File: config.mk
export PLATFORM = sky130hd
export DESIGN_NAME = svt_vtiming
export DESIGN_NICKNAME = d
export VERILOG_FILES = /design/src/rtl/svt_pkg.sv /design/src/rtl/svt_line_clock.sv /design/src/rtl/svt_line_counter.sv /design/src/rtl/svt_window.sv /design/src/rtl/svt_vtiming.sv
export SDC_FILE = /design/constraint.sdc
export NUM_CORES = 1
export LEC_CHECK = 0
export CAP_MARGIN = 20
export CELL_PAD_IN_SITES_DETAIL_PLACEMENT = 0
export CELL_PAD_IN_SITES_GLOBAL_PLACEMENT = 2
export CORE_MARGIN = 10
export CORE_UTILIZATION = 39
export DETAILED_ROUTE_END_ITERATION = 16
export DONT_BUFFER_PORTS = 1
export PLACE_DENSITY = 0.85
export SLEW_MARGIN = 40
export SYNTH_ARGS = -nofsm -noshare
export SYNTH_HDL_FRONTEND = slang
export SYNTH_HIERARCHICAL = 1
export SYNTH_SLANG_ARGS = --single-unit
File: constraint.sdc
create_clock -name clk -period 5.5 [get_ports clk]
set_clock_uncertainty 0.05 [all_clocks]
set_input_delay 0.825 -clock clk [delete_from_list [all_inputs] [get_ports clk]]
set_output_delay 0.825 -clock clk [all_outputs]
set_load 0.02 [all_outputs]
File: src/rtl/svt_pkg.sv
package svt_pkg;
  localparam int LINE_W_DEF      = 10;
  localparam int BLANK_END_W_DEF = 8;
  localparam int SYNC_END_W_DEF  = 4;
endpackage

File: src/rtl/svt_line_clock.sv
module svt_line_clock (
  input  logic clk,
  input  logic rst_n,
  input  logic eol_i,
  input  logic div2_i,
  output logic tick_o
);
  logic phase_q;

  always_ff @(posedge clk or negedge rst_n) begin
    if (!rst_n)       phase_q <= 1'b0;
    else if (!div2_i) phase_q <= 1'b0;
    else if (eol_i)   phase_q <= ~phase_q;
  end

  assign tick_o = eol_i & (~div2_i | phase_q);
endmodule

File: src/rtl/svt_line_counter.sv
module svt_line_counter #(
  parameter int LINE_W = 10
) (
  input  logic              clk,
  input  logic              rst_n,
  input  logic              tick_i,
  input  logic [LINE_W-1:0] total_i,
  output logic [LINE_W-1:0] line_o,
  output logic [LINE_W-1:0] next_o,
  output logic              wrap_o
);
  function automatic logic [LINE_W-1:0] step_line(input logic [LINE_W-1:0] cur,
                                                  input logic [LINE_W-1:0] tot);
    return (cur == tot) ? '0 : cur + 1'b1;
  endfunction

  logic [LINE_W-1:0] line_q;

  assign next_o = step_line(line_q, total_i);
  assign wrap_o = tick_i && (line_q == total_i);
  assign line_o = line_q;

  always_ff @(posedge clk or negedge rst_n) begin
    if (!rst_n)      line_q <= '0;
    else if (tick_i) line_q <= next_o;
  end
endmodule

File: src/rtl/svt_window.sv
module svt_window #(
  parameter int LINE_W = 10,
  parameter int END_W  = 8
) (
  input  logic              clk,
  input  logic              rst_n,
  input  logic              tick_i,
  input  logic [LINE_W-1:0] line_i,
  input  logic [LINE_W-1:0] start_i,
  input  logic [END_W-1:0]  end_i,
  input  logic              gate_i,
  output logic              active_o
);
  localparam int CMP_W = (END_W < LINE_W) ? END_W : LINE_W;

  function automatic logic low_match(input logic [LINE_W-1:0] ln,
                                     input logic [END_W-1:0]  ev);
    return ln[CMP_W-1:0] == ev[CMP_W-1:0];
  endfunction

  logic state_q, state_d, out_q;

  always_comb begin
    state_d = state_q;
    if (line_i == start_i)          state_d = 1'b1;
    else if (low_match(line_i, end_i)) state_d = 1'b0;
  end

  always_ff @(posedge clk or negedge rst_n) begin
    if (!rst_n) begin
      state_q <= 1'b0;
      out_q   <= 1'b0;
    end else if (tick_i) begin
      state_q <= state_d;
      out_q   <= state_d & gate_i;
    end
  end

  assign active_o = out_q;
endmodule

File: src/rtl/svt_vtiming.sv
module svt_vtiming #(
  parameter int LINE_W      = svt_pkg::LINE_W_DEF,
  parameter int BLANK_END_W = svt_pkg::BLANK_END_W_DEF,
  parameter int SYNC_END_W  = svt_pkg::SYNC_END_W_DEF
) (
  input  logic                   clk,
  input  logic                   rst_n,
  input  logic                   eol_i,
  input  logic                   line_div2_i,
  input  logic                   sync_en_i,
  input  logic [LINE_W-1:0]      vtotal_i,
  input  logic [LINE_W-1:0]      vdisp_end_i,
  input  logic [LINE_W-1:0]      vblank_start_i,
  input  logic [BLANK_END_W-1:0] vblank_end_i,
  input  logic [LINE_W-1:0]      vsync_start_i,
  input  logic [SYNC_END_W-1:0]  vsync_end_i,
  output logic [LINE_W-1:0]      line_o,
  output logic                   vde_o,
  output logic                   vblank_o,
  output logic                   vsync_o,
  output logic                   eof_o
);
  logic              line_tick;
  logic              line_wrap;
  logic [LINE_W-1:0] line_next;
  logic              vde_q, eof_q;

  svt_line_clock u_clk (
    .clk    (clk),
    .rst_n  (rst_n),
    .eol_i  (eol_i),
    .div2_i (line_div2_i),
    .tick_o (line_tick)
  );

  svt_line_counter #(.LINE_W(LINE_W)) u_cnt (
    .clk     (clk),
    .rst_n   (rst_n),
    .tick_i  (line_tick),
    .total_i (vtotal_i),
    .line_o  (line_o),
    .next_o  (line_next),
    .wrap_o  (line_wrap)
  );

  svt_window #(.LINE_W(LINE_W), .END_W(BLANK_END_W)) u_blank (
    .clk      (clk),
    .rst_n    (rst_n),
    .tick_i   (line_tick),
    .line_i   (line_next),
    .start_i  (vblank_start_i),
    .end_i    (vblank_end_i),
    .gate_i   (1'b1),
    .active_o (vblank_o)
  );

  svt_window #(.LINE_W(LINE_W), .END_W(SYNC_END_W)) u_sync (
    .clk      (clk),
    .rst_n    (rst_n),
    .tick_i   (line_tick),
    .line_i   (line_next),
    .start_i  (vsync_start_i),
    .end_i    (vsync_end_i),
    .gate_i   (sync_en_i),
    .active_o (vsync_o)
  );

  always_ff @(posedge clk or negedge rst_n) begin
    if (!rst_n) begin
      vde_q <= 1'b0;
      eof_q <= 1'b0;
    end else begin
      eof_q <= line_wrap;
      if (line_tick) vde_q <= (line_next < vdisp_end_i);
    end
  end

  assign vde_o = vde_q;
  assign eof_o = eof_q;
endmodule

==> impl_metrics.toml, run 1 <==
[yosys]
postSynth.asyncResetShare = 1.00
yosysSeqAreaShare = 0.234
syn_inst = 202
netlist_area_um2 = 1820
synthFlopType = "dfrtp_1"
yosys.area.top_type = "dfrtp_1"
yosysMostFrequentCell = "xnor2_1"
synth-seq-cells = 17
yosysWarnings = 6
syn_area_per_cell_um2 = 8.99
synth_common_cells = "xnor2_1, nor2_1, xor2_1"
yosysTopAreaCellShare = 0.234
synth_area_leaders = "dfrtp_1, xnor2_1, xor2_1"
synth.distinct_cells = 43
synth_edf_count = 0

[clocking]
ctsHoldBuffers = 0
cts.sinks = 17
clk_path_buf_depth = 2
ctsHtreeMaxLevel = 1
clk_latency_ns = 0.25
clock-root-buffer = "clkbuf_8"
numCtsBuffers = 3
path_clk_slew_ns = 0.07
cts_resized = 0
cts_setup_buffers = 0
cts_tree = "yes"

[layout]
fin_area_um2 = 1840
drive_above_1_share = 0.105
fin_nets = 268
fillers = 467
antenna_cells = 0
syn_to_final_growth_pct = 1.45
final-seq-area_um2 = 425
fin_cells = 252
multi_input_comb_area_um2 = 1240

[routing]
drt_iter0_markers = 58
firstDrtPassIters = 4
route.detailed.vias_per_inst = 5.61
drt-wirelength-per-cell_um = 20.0
routed_wirelength_um = 5040
drcViolationCount = 0
vias = 1414
ant_nets = 0

[setup_path]
worstPathMaxFanout = 11
end_kind = "flop"
path_cells = "xnor2_1 > nand4_2 > nor3_2 > nor2_1 > ha_1 > a21o_1 > nand3_2 > a21oi_2 > o32ai_1"
setup.worst_path.start = "u_cnt/line_o[5]"
max_stage_delay_ns = 0.63
crit_path_start_kind = "flop"
worstPathArrival_ns = 3.09
rrSetupSlack_ns = 2.51
crit_type = "reg -> reg"
r2r-start = "u_cnt/line_o[5]"
cp.required_ns = 5.60
worst_path_max_delay_cell = "dfrtp_1"

[floorplanning]
fp.dieW_um = 88.2
ios = 71
design.core.area_um2 = 4440
die_h_um = 88.2
die_area_um2 = 7780
rows = 24
initial_core_util = 0.409

[global_routing]
gr-total-overflow = 0
antenna_found_initial = 0
grt_pass1_wl_um = 8210
track_usage = 0.135
grt_max_degree = 26
first_global_vias = 1523

[sta]
worst_pin_slew_ns = 0.598
final_max_slew_viol_count = 0
hold_ws_ns = 0.206
max_clock_freq_mhz = 335
final_critical_path_setup_slack_ns = 2.51
period_minus_slack_ns = 2.99
hold_viol = 0
tns_ns = 0
period_share = 0.543
maxSlewHeadroom = 0.599
rsz0062_at_grt = "no"
finalSetupViolCount = 0

[power]
p_int_uw = 308
swShare = 0.438
seq_power_share = 0.355
power_density_nw_per_um2 = 297
p_leak_uw = 0.000765
pwr-share-clk = 0.179
irDropWorstVdd_mv = 0.153
pwr-share-comb = 0.467
switchingPower_uw = 240

[placement]
place_area_um2 = 1800
placed_cells = 248
dp_hpwl_um = 4170
io_buffers = 0
place_ws_ns = 2.34
place.gp.congestion = 0.882

[run_status]
outcome = "complete, no violations"

[min_path]
hold_class = "in -> async"

[flow_run]
max_cap_violations = 0
## per-stage QoR
stage,util,total power [µW]
floorplan,-,412
global placement,0.404,445
detailed placement,0.404,453
CTS,0.414,554
global route,0.414,594
finish,0.414,548
## cell families after synthesis
kind of cell | count (synthesis) | share of synthesized area
buffers and inverters | 23 | 0.0855
and+or+nand+nor | 71 | 0.229
xor gates and xnor gates | 50 | 0.245
adders and majority gates | 10 | 0.0689
DFF | 17 | 0.234
muxes | 7 | 0.0393
other | 1 | 0.00207
AOI/OAI and AO/OA | 23 | 0.0951
## area by class of cell
type                       instances  share of cell area
clock buffer                       4              0.0245
inverter                          15              0.0306
timing repair buffer               1             0.00408
multi-input combinational        163               0.675
tap                               52              0.0353
sequential                        17               0.231
## sequential cells by signal, indices dropped and copies added (netlist names)
signal / flops
u_cnt/line_o: 10
u_blank/state_q: 1
u_sync/state_q: 1
u_sync/active_o: 1
u_clk/phase_q: 1
eof_o: 1
vde_o: 1
u_blank/active_o: 1
## critical path: cells and delay by family (launching register included)
family	cells	cell delay [ns]
xor+xnor	1	0.20
fa+ha+maj	1	0.36
simple gates	4	1.15
compound gates	3	0.49
flops	1	0.63
## layer usage
metal  routed length [µm]  global-route usage  share of wire
met1                 2110               0.160           0.42
met4                   40              0.0264         0.0079
met5                    0                   0              0
met3                  485              0.0506          0.096
met2                 2410               0.228           0.48
## cell usage in the layout, fill, tap and decap left out, types with 5 or more instances in the layout
cell type	netlist	final
mux2i_1	6	6
nor2_1	18	18
ha_1	10	10
xor2_1	18	18
inv_1	15	15
nand4_1	10	10
nand2_1	11	11
nand3_1	5	5
dfrtp_1	17	17
xnor2_1	31	31
nor3_1	9	9
## worst paths after layout
path | to | cells past startpoint
setup reg to reg | vde_o | 9
hold reg to reg | u_blank/state_q | 2
hold / removal | u_cnt/line_o[4] | 0
min in group clk | u_blank/state_q | 2
setup / recovery | vde_o | 9
max in group asynchronous | vde_o | 0
## power by group through the flow
stage,Combinational (µW),Sequential (µW),Clock [µW]
3_3_place_gp,248,197,0
3_5_place_dp,255,198,0
2_1_floorplan,233,179,0
6_report,256,194,97.7
5_1_grt,287,199,108
4_1_cts,257,195,102
No activity file was read; power rests on OpenSTA's default activity.
==> inputs of run 2 (changes only) <==
Settings changed: ABC_AREA from default to 1, CORE_UTILIZATION 39 to 32, PLACE_DENSITY 0.85 to 0.81.
Clock period 5.5 ns to 3 ns, I/O delays scaled along.
==> run 2 against run 1 <==
  * Synthesized cell count grew 64%
  * Power grew 100%
  * Largest power group unchanged
  * Utilization shrank 5.5 points
  * Global-route usage shrank 1.8 points
  * Clock power grew 82%
  * Worst hold slack lost 0.13 ns
  * Die area grew 25%
  * Worst setup slack lost 2.0 ns
  * Final cell count grew 64%
  * Register-to-register slack lost 2.0 ns
  * Sequential power grew 86%
==> impl_metrics.toml, run 2 <==
[run_status]
outcome = "complete, no violations"

[sta]
period_share = 0.839
finalSetupViolCount = 0
hold_viol = 0
period_minus_slack_ns = 2.52
worst_pin_slew_ns = 0.693
max_clock_freq_mhz = 397
maxSlewHeadroom = 0.536
final_max_slew_viol_count = 0
tns_ns = 0
rsz0062_at_grt = "no"

[yosys]
synth-seq-cells = 17
yosysSeqAreaShare = 0.215
synth_top_family_by_area = "simple AND/OR/NAND/NOR gates"
yosysWarnings = 6
synth-adder-area-share = 0.0631
synth_edf_count = 0
synth-simple-area-share = 0.456
syn_inst = 332
synthMuxAreaShare = 0
postSynth.asyncResetShare = 1.00
synth.distinct_cells = 23
yosysTopAreaCellShare = 0.248
yosysMostFrequentCell = "nand2_1"
yosys.area.top_type = "nand2_1"
synth_compound_area_frac = 0.0170
synth_common_cells = "nand2_1, inv_1, nor2_1"
synthFlopType = "dfrtp_1"
synthesis.nets = 399
synth-xor-area-share = 0.102
syn_area_per_cell_um2 = 5.97
synth_area_leaders = "nand2_1, dfrtp_1, inv_1"
netlist_area_um2 = 1980

[routing]
drt_iter0_markers = 69
ant_nets = 0
routed_wirelength_um = 5700
firstDrtPassIters = 4
drt-wirelength-per-cell_um = 13.8
vias = 1820
drcViolationCount = 0
route.detailed.vias_per_inst = 4.40

[global_routing]
track_usage = 0.117
gr-total-overflow = 0
grt_max_degree = 18
grt_pass1_wl_um = 9400
antenna_found_initial = 0
first_global_vias = 1839

[setup_path]
worst-r2r-cell-count = 14
crit_top_cell = "nand2_1"
timing.rr.end = "vde_o"
end_kind = "flop"
crit_type = "reg -> reg"
worstPathArrival_ns = 2.67
worst_path_max_delay_cell = "dfrtp_1"
r2r-start = "u_cnt/line_o[0]"
cp_num_buf_inv = 2
critPathTopFamily = "simple AND/OR/NAND/NOR gates"
crit_path_start_kind = "flop"
cp.required_ns = 3.15
rrSetupSlack_ns = 0.48
max_stage_delay_ns = 0.61
path_cells = "ha_1 > nand2_1 > inv_1 > nand2_1 > xor2_1 > nor2_1 > ha_1 > nand2_1 > inv_1 > nand2_1 > nand2_1 > nand2_1 > nand3_1 > nand2_1"
worstPathMaxFanout = 7

[clocking]
cts_tree = "yes"
cts.sinks = 17
ctsHtreeMaxLevel = 1
clock-root-buffer = "clkbuf_8"
cts_setup_buffers = 0
clk_path_buf_depth = 2
cts_resized = 0
path_clk_slew_ns = 0.07
clk_latency_ns = 0.26
numCtsBuffers = 3

[layout]
drive_above_1_share = 0.118
fin_area_um2 = 2140
fillers = 685
fin_nets = 407
final_cell_mix = "nand2_1, inv_1, nor2_1, dfrtp_1, xnor2_1"
syn_to_final_growth_pct = 7.89
antenna_cells = 0
largest_reg_flops = 10
layout_commonest_cell = "nand2_1"

[placement]
io_buffers = 0
place_area_um2 = 2090
dp_hpwl_um = 4760
place.gp.congestion = 0.798

[floorplanning]
die_h_um = 98.7
fp.dieW_um = 98.7
design.core.area_um2 = 5960
initial_core_util = 0.333
rows = 28
ios = 71
die_area_um2 = 9740

[min_path]
hold_class = "in -> async"

[flow_run]
max_cap_violations = 0

[power]
irDropWorstVdd_mv = 0.250
power_uw = 1100
p_leak_uw = 0.00127
power_density_nw_per_um2 = 515
==> run 2: cell types whose count changed in the layout (fill, tap and decap cells not counted), sizes merged, moves of 9 or more <==
cell | previous run | this run
xnor2 | 31 | 13
inv | 15 | 68
nand3 | 6 | 21
nand2 | 11 | 136
nand4 | 12 | 1
nor2 | 18 | 41
xor2 | 19 | 10
==> run 2: final cells by class <==
cell class / count / area, µm² / share of cell area
multi-input combinational: 242 / 1270 / 0.593
sequential: 17 / 425 / 0.199
inverter: 70 / 263 / 0.123
tap: 75 / 93.8 / 0.0439
timing repair buffer: 6 / 42.5 / 0.0199
clock buffer: 3 / 41.3 / 0.0193
clock inverter: 1 / 5.00 / 0.00234
==> run 2: cells by family (layout without fill, tap and decap cells) <==
logic type	count (synthesis)	after routing
AO/OA/AOI/OAI	5	5
XOR/XNOR	23	23
adder cells (fa/ha/maj)	10	10
buffers and inverters	73	80
flip-flops	17	17
other	1	1
AND/OR/NAND/NOR	203	203
==> run 2: worst register-to-register path: stages, from the launching register on <==
cell and delay, ns:
dfrtp_1 0.61, ha_1 0.25, nand2_1 0.11, inv_1 0.10, nand2_1 0.06, xor2_1 0.17, nor2_1 0.39, ha_1 0.32
nand2_1 0.08, inv_1 0.04, nand2_1 0.06, nand2_1 0.05, nand2_1 0.05, nand3_1 0.07, nand2_1 0.06
==> run 2: power breakdown <==
part	internal, µW	leakage, µW	switching (µW)
clock network	92.3	0.0000255	86.1
registers	261	0.000227	99.0
logic	216	0.00101	346
total	569	0.00127	531
==> run 2: how the worst max path moves through the flow <==
stage / startpoint / to / cells after the start / slack (ns)
after floorplan: u_cnt/line_o[0] / vde_o / 14 / 0.81
after CTS: u_cnt/line_o[0] / u_sync/active_o / 14 / 0.43
after detailed placement: u_cnt/line_o[0] / u_sync/active_o / 14 / 0.45
after global placement: u_cnt/line_o[0] / u_sync/active_o / 14 / 0.46
after global routing: u_cnt/line_o[0] / u_sync/active_o / 14 / 0.11
final: u_cnt/line_o[0] / vde_o / 14 / 0.48
==> run 2: through the flow <==
| stage | worst slack [ns] | hold slack, ns | util | std cells |
|---|---|---|---|---|
| after detailed placement | 0.449 | 0.105 | 0.350 | 409 |
| after global placement | 0.458 | 0.105 | 0.350 | 409 |
| after CTS | 0.426 | 0.241 | 0.360 | 414 |
| after global routing | 0.106 | 0.0888 | 0.359 | 414 |
| after floorplan | 0.814 | 0.104 | - | 332 |
| final | 0.483 | 0.0712 | 0.359 | 414 |
==> run 2: repair_timing <==
| action | CTS | global route |
|---|---|---|
| hold endpoints to repair | 17 | 0 |
| endpoints found under the setup margin | 0 | 0 |
| hold buffers | 1 | 0 |
==> run 2: per-layer routing <==
layer	routed length, µm	global-route usage	share of wire	vias up
met2	2750	0.206	0.48	50
met3	393	0.0307	0.069	6
met4	83	0.0331	0.015	0
met1	2470	0.136	0.43	785
li1	-	-	-	979
met5	0	0	0	-
